--- src/rtl/walarm_pkg.sv ---
package walarm_pkg;
  localparam int SEL_W = 2;
  localparam logic [SEL_W-1:0] SEL_MIN  = 2'd0;
  localparam logic [SEL_W-1:0] SEL_HOUR = 2'd1;
  localparam logic [SEL_W-1:0] SEL_MASK = 2'd2;
  localparam logic [SEL_W-1:0] SEL_CTRL = 2'd3;

  // load strobes from control to datapath
  typedef struct packed {
    logic ldMin;
    logic ldHour;
    logic ldMask;
  } dpStrobe_t;
endpackage

--- src/rtl/walarm_dp.sv ---
module walarm_dp
  import walarm_pkg::*;
#(
  parameter int DATA_W = 8,
  parameter int DAY_N  = 7,
  localparam int DAY_W = $clog2(DAY_N + 1)
) (
  input  logic              clk,
  input  logic              rstN,
  input  dpStrobe_t         strobe,
  input  logic [DATA_W-1:0] wrData,
  input  logic [DATA_W-1:0] curMin,
  input  logic [DATA_W-1:0] curHour,
  input  logic [DAY_W-1:0]  curWday,
  output logic              matchHit
);
  logic [DATA_W-1:0] almMin;
  logic [DATA_W-1:0] almHour;
  logic [DAY_N-1:0]  dayMask;
  logic [DAY_N-1:0]  dayHit;
  logic              minEq;
  logic              hourEq;

  always_ff @(posedge clk) begin
    if (!rstN) begin
      almMin  <= '0;
      almHour <= '0;
      dayMask <= '0;
    end else begin
      if (strobe.ldMin)  almMin  <= wrData;
      if (strobe.ldHour) almHour <= wrData;
      if (strobe.ldMask) dayMask <= wrData[DAY_N-1:0];
    end
  end

  // one comparator per weekday; codes outside 0..DAY_N-1 hit nothing
  for (genvar d = 0; d < DAY_N; d++) begin : g_day
    assign dayHit[d] = dayMask[d] && (curWday == DAY_W'(d));
  end

  assign minEq    = (curMin == almMin);
  assign hourEq   = (curHour == almHour);
  assign matchHit = minEq && hourEq && (|dayHit);
endmodule

--- src/rtl/walarm_ctrl.sv ---
module walarm_ctrl
  import walarm_pkg::*;
(
  input  logic             clk,
  input  logic             rstN,
  input  logic             wrEn,
  input  logic [SEL_W-1:0] wrSel,
  input  logic             wrEnBit,
  input  logic             clrFlag,
  input  logic             minuteTick,
  input  logic             matchHit,
  output dpStrobe_t        strobe,
  output logic             alarmEn,
  output logic             flagQ
);
  logic ctrlLd;
  logic fireNow;

  always_comb begin
    strobe.ldMin  = wrEn && (wrSel == SEL_MIN);
    strobe.ldHour = wrEn && (wrSel == SEL_HOUR);
    strobe.ldMask = wrEn && (wrSel == SEL_MASK);
    ctrlLd        = wrEn && (wrSel == SEL_CTRL);
  end

  assign fireNow = minuteTick && alarmEn && matchHit;

  always_ff @(posedge clk) begin
    if (!rstN) begin
      alarmEn <= 1'b0;
      flagQ   <= 1'b0;
    end else begin
      if (ctrlLd) alarmEn <= wrEnBit;
      // a fresh event outranks a clear in the same cycle
      if (fireNow)      flagQ <= 1'b1;
      else if (clrFlag) flagQ <= 1'b0;
    end
  end
endmodule

--- src/rtl/walarm.sv ---
module walarm
  import walarm_pkg::*;
#(
  parameter int DATA_W = 8,
  parameter int DAY_N  = 7,
  localparam int DAY_W = $clog2(DAY_N + 1)
) (
  input  logic              clk,
  input  logic              rstN,
  input  logic              wrEn,
  input  logic [SEL_W-1:0]  wrSel,
  input  logic [DATA_W-1:0] wrData,
  input  logic              clrFlag,
  input  logic              minuteTick,
  input  logic [DATA_W-1:0] curMin,
  input  logic [DATA_W-1:0] curHour,
  input  logic [DAY_W-1:0]  curWday,
  output logic              alarmFlag,
  output logic              alarmIrq
);
  dpStrobe_t strobe;
  logic      matchHit;
  logic      alarmEn;
  logic      flagQ;

  walarm_ctrl u_ctl (
    .clk        (clk),
    .rstN       (rstN),
    .wrEn       (wrEn),
    .wrSel      (wrSel),
    .wrEnBit    (wrData[0]),
    .clrFlag    (clrFlag),
    .minuteTick (minuteTick),
    .matchHit   (matchHit),
    .strobe     (strobe),
    .alarmEn    (alarmEn),
    .flagQ      (flagQ)
  );

  walarm_dp #(.DATA_W(DATA_W), .DAY_N(DAY_N)) u_dp (
    .clk      (clk),
    .rstN     (rstN),
    .strobe   (strobe),
    .wrData   (wrData),
    .curMin   (curMin),
    .curHour  (curHour),
    .curWday  (curWday),
    .matchHit (matchHit)
  );

  assign alarmFlag = flagQ;
  assign alarmIrq  = flagQ && alarmEn;
endmodule

--- config.mk ---
export PLATFORM = sky130hd
export DESIGN_NAME = walarm
export DESIGN_NICKNAME = d
export VERILOG_FILES = /design/src/rtl/walarm_pkg.sv /design/src/rtl/walarm_dp.sv /design/src/rtl/walarm_ctrl.sv /design/src/rtl/walarm.sv
export SDC_FILE = /design/constraint.sdc
export NUM_CORES = 1
export LEC_CHECK = 0
export CORE_MARGIN = 1.5
export CORE_UTILIZATION = 45
export CTS_CLUSTER_DIAMETER = 100
export DETAILED_ROUTE_END_ITERATION = 12
export DONT_BUFFER_PORTS = 1
export HOLD_SLACK_MARGIN = 0.02
export PLACE_DENSITY = 0.65
export SLEW_MARGIN = 15
export SYNTH_ARGS = -nofsm -noshare
export SYNTH_HDL_FRONTEND = slang
export SYNTH_SLANG_ARGS = --single-unit
export TNS_END_PERCENT = 30
--- constraint.sdc ---
create_clock -name clk -period 1.3 [get_ports clk]
set_input_delay 0.26 -clock clk [delete_from_list [all_inputs] [get_ports clk]]
set_output_delay 0.26 -clock clk [all_outputs]
set_load 0.02 [all_outputs]
==> metrics.md <==
| Metric | Value |
|---|---|
| WP data arrival | 0.96 ns |
| Critical-path maximum fanout | 3 |
| Sequential share of power | a little over three fifths |
| Asr flop ratio synth | 0% |
| CP top delay family | flip-flops |
| Filler cells | approximately 240 |
| Crit path time final | 1.22 ns |
| Final Power | between 1000 and 1500 uW |
| Area of the multi-input gates | 682 um^2 |
| Synth area leaders | dfxtp_1 41%, mux2i_1 22%, nor2b_1 12% |
| Fmax | 821 MHz |
| Clock tree from TritonCTS | done |
| Most common cell in the netlist | mux2i_1 |
| Sink Count | 25 |
| Worst path depth | 1 |
| Psw | 293 uW |
| Setup-failing EPs final | 0 |
| Post-Syn Area | 1210 um^2 |
| Yosys top cell area share | a little over 40% |
| Origin of the critical flop-to-flop path | u_dp.almHour[6] |
| Leakage | 0.000571 uW |
| CP Buf/Inv Count | 0 |
| Syn_nets | about 150 |
| Post-cts resize count | 0 |
| CP Cell Sequence | and2_1 |
| Slew HR | 79.7% |
| IO Port Bufs | 0 |
| Ant. Diodes | 0 |
| Req. time, crit path | ~1.0 ns |
| Critical Path Source | u_ctl.alarmEn |
| Area leader, netlist | dfxtp_1 |
| Number of synthesized flops with an enable pin | 0 |
| Core Util, Final | around half |
| DR vias | between 700 and 800 |
| Crit path launch type | flip-flop |
| PwrDens | roughly 1000 nW/um^2 |
| Pre-CTS WS | 0.203 ns |
| Final WL | between 2 and 2.5 mm |
| Wire per inst | approximately 16 um |
| Slowest CP cell | dfxtp_1 |
| Initial Util | 48.0% |
| Sw frac | 22.9% |
| DRC viols | 0 |
| # IOs | 36 |
| Drt via density | 5.22 |
| Die Footprint | 3010 um^2 |
| R2R depth | 4 |
| Count of cell types in the netlist | 21 |
| Synth Register Bits | 25 |
| CTS Hold Bufs | 0 |
| Antenna Nets Post-Route | 0 |
| Cell row count | 18 |
| Crit Path Category | flip-flop to output port |
| Setup Buffers After CTS | 0 |
| Clock power frac | 27.0% |
| Top FF cell, synth | dfxtp_1 |
| Remaining global-route overflow | 0 |
| H-tree depth | 1 |
| Synth Area per Inst | 10.4 um^2 |
| Worst-margin pin slew | 0.302 ns |
| CORE AREA | 2520 um^2 |
| HPWL Detailed | about 1.8 mm |
| Post-synth top cells | 27 x mux2i_1, 25 x dfxtp_1, 24 x nor2b_1 |
| Post-route setup slack | 0.0825 ns |
| Cells after Synth | 117 |
| Logic pwr share | about a tenth |
| Global-route total usage across every layer | between 10% and 20% |
| Initial antenna violation count | 0 |
| Final Hold Viols | 0 |
| Initial drt markers | 3 |
| RSZ-0062 raised after global routing | false |
| Die Ht | approximately 55 um |
| Internal power | between 900 and 1000 uW |
| Root Buffer | clkbuf_4 |
| Crit. End Element | output port |
| Die Width | 54.9 um |
| Layout cells sized above 1 | 6.67% |
| Worst Skew | a little under 0.01 ns |
| P&R area growth vs syn | 5.68% |
| Max-cap violations | 0 |
| Clock-pin slew on the worst setup and hold paths | 0.13 ns |
| Status | completed |
| Hold Crit Class | input port to flip-flop |
| Final-stage net count | 155 |
| Sequential share of the synthesized area | 41.3% |
| Tcrit/Tclk final | 93.7% |
| Clock buffer depth | 2 |
| DRT Pass-1 Iters | 2 |
| Final Max Tran Viols | 0 |
| Post-Layout Inst Area | about 1300 um^2 |
| CTS Buf Count | 3 |
| CP max stage delay | 0.39 ns |
| Min-Delay Path Depth | 1 |
| Hold Startpoint | rstN |
| FF+latch area | 500 um^2 |
| Largest net degree at the start of global routing | 27 |
| Gpl congestion | 0.728 |
| Placed Area | 1250 um^2 |
| Worst-Skew Late Latency | roughly 0.32 ns |
| Vias in the first global route | 736 |
| First-pass GRT wire length | 3.44 mm |
| Ys Warns | 0 |
| Maximum vdd drop | 703 uV |
| Setup TNS | 0 ns |
-- through the flow --
stage	instances	hold WS, ns
floorplan	117	0.388
global placement	146	0.392
detailed placement	146	0.396
CTS	150	0.0515
global route	150	0.0492
finish	150	0.0611
-- worst paths after layout --
check                    end  slack, ns
max                 alarmIrq       0.08
min          u_dp.dayMask[5]       0.06
max reg2reg      u_ctl.flagQ       0.18
min reg2reg  u_dp.dayMask[5]       0.53
-- layer usage --
layer,part of all wire (%),wire (um),up-vias,global-route usage (%)
met2,44,1030,24,26.6
met4,2.2,53,0,10.0
met1,46,1080,347,20.7
met3,8.3,195,4,5.46
li1,-,-,408,-
met5,0,0,-,0
-- flip-flops by register name, indices dropped and copies added (netlist names) --
signal	cells
u_dp.almHour	8
u_dp.almMin	8
u_dp.dayMask	7
u_ctl.alarmEn	1
u_ctl.flagQ	1
-- layout by cell type (no fill, tap or decap), drive strengths merged, types with 2 or more instances in the layout --
| cell | count |
|---|---|
| clkbuf | 4 |
| xor2 | 16 |
| nor4 | 3 |
| nand3b | 3 |
| nand3 | 3 |
| nor2b | 24 |
| mux2i | 27 |
| buf | 4 |
| nand2 | 2 |
| dfxtp | 25 |
-- cell type report --
| cell class | instances | share of cell area (%) |
|---|---|---|
| Tap cell | 30 | 2.93 |
| Clock buffer | 4 | 2.05 |
| Multi-Input combinational cell | 86 | 53.3 |
| Inverter | 1 | 0.293 |
| Timing Repair Buffer | 4 | 2.35 |
| Sequential cell | 25 | 39.1 |
-- cells by family after synthesis --
group | share of synthesized area, %
compound gates | 1.86
xor+xnor | 11.6
buf+inv | 2.38
flops | 41.3
mux | 22.3
simple gates | 20.6
-- power groups by stage --
| stage | clock network, uW | logic, uW | registers [uW] |
|---|---|---|---|
| final | 346 | 126 | 807 |
| after floorplan | 0 | 113 | 820 |
| after detailed placement | 0 | 127 | 824 |
| after global routing | 380 | 139 | 810 |
| after global placement | 0 | 124 | 823 |
| after CTS | 358 | 128 | 807 |
Note: power is estimated with default switching activity, not from simulation.
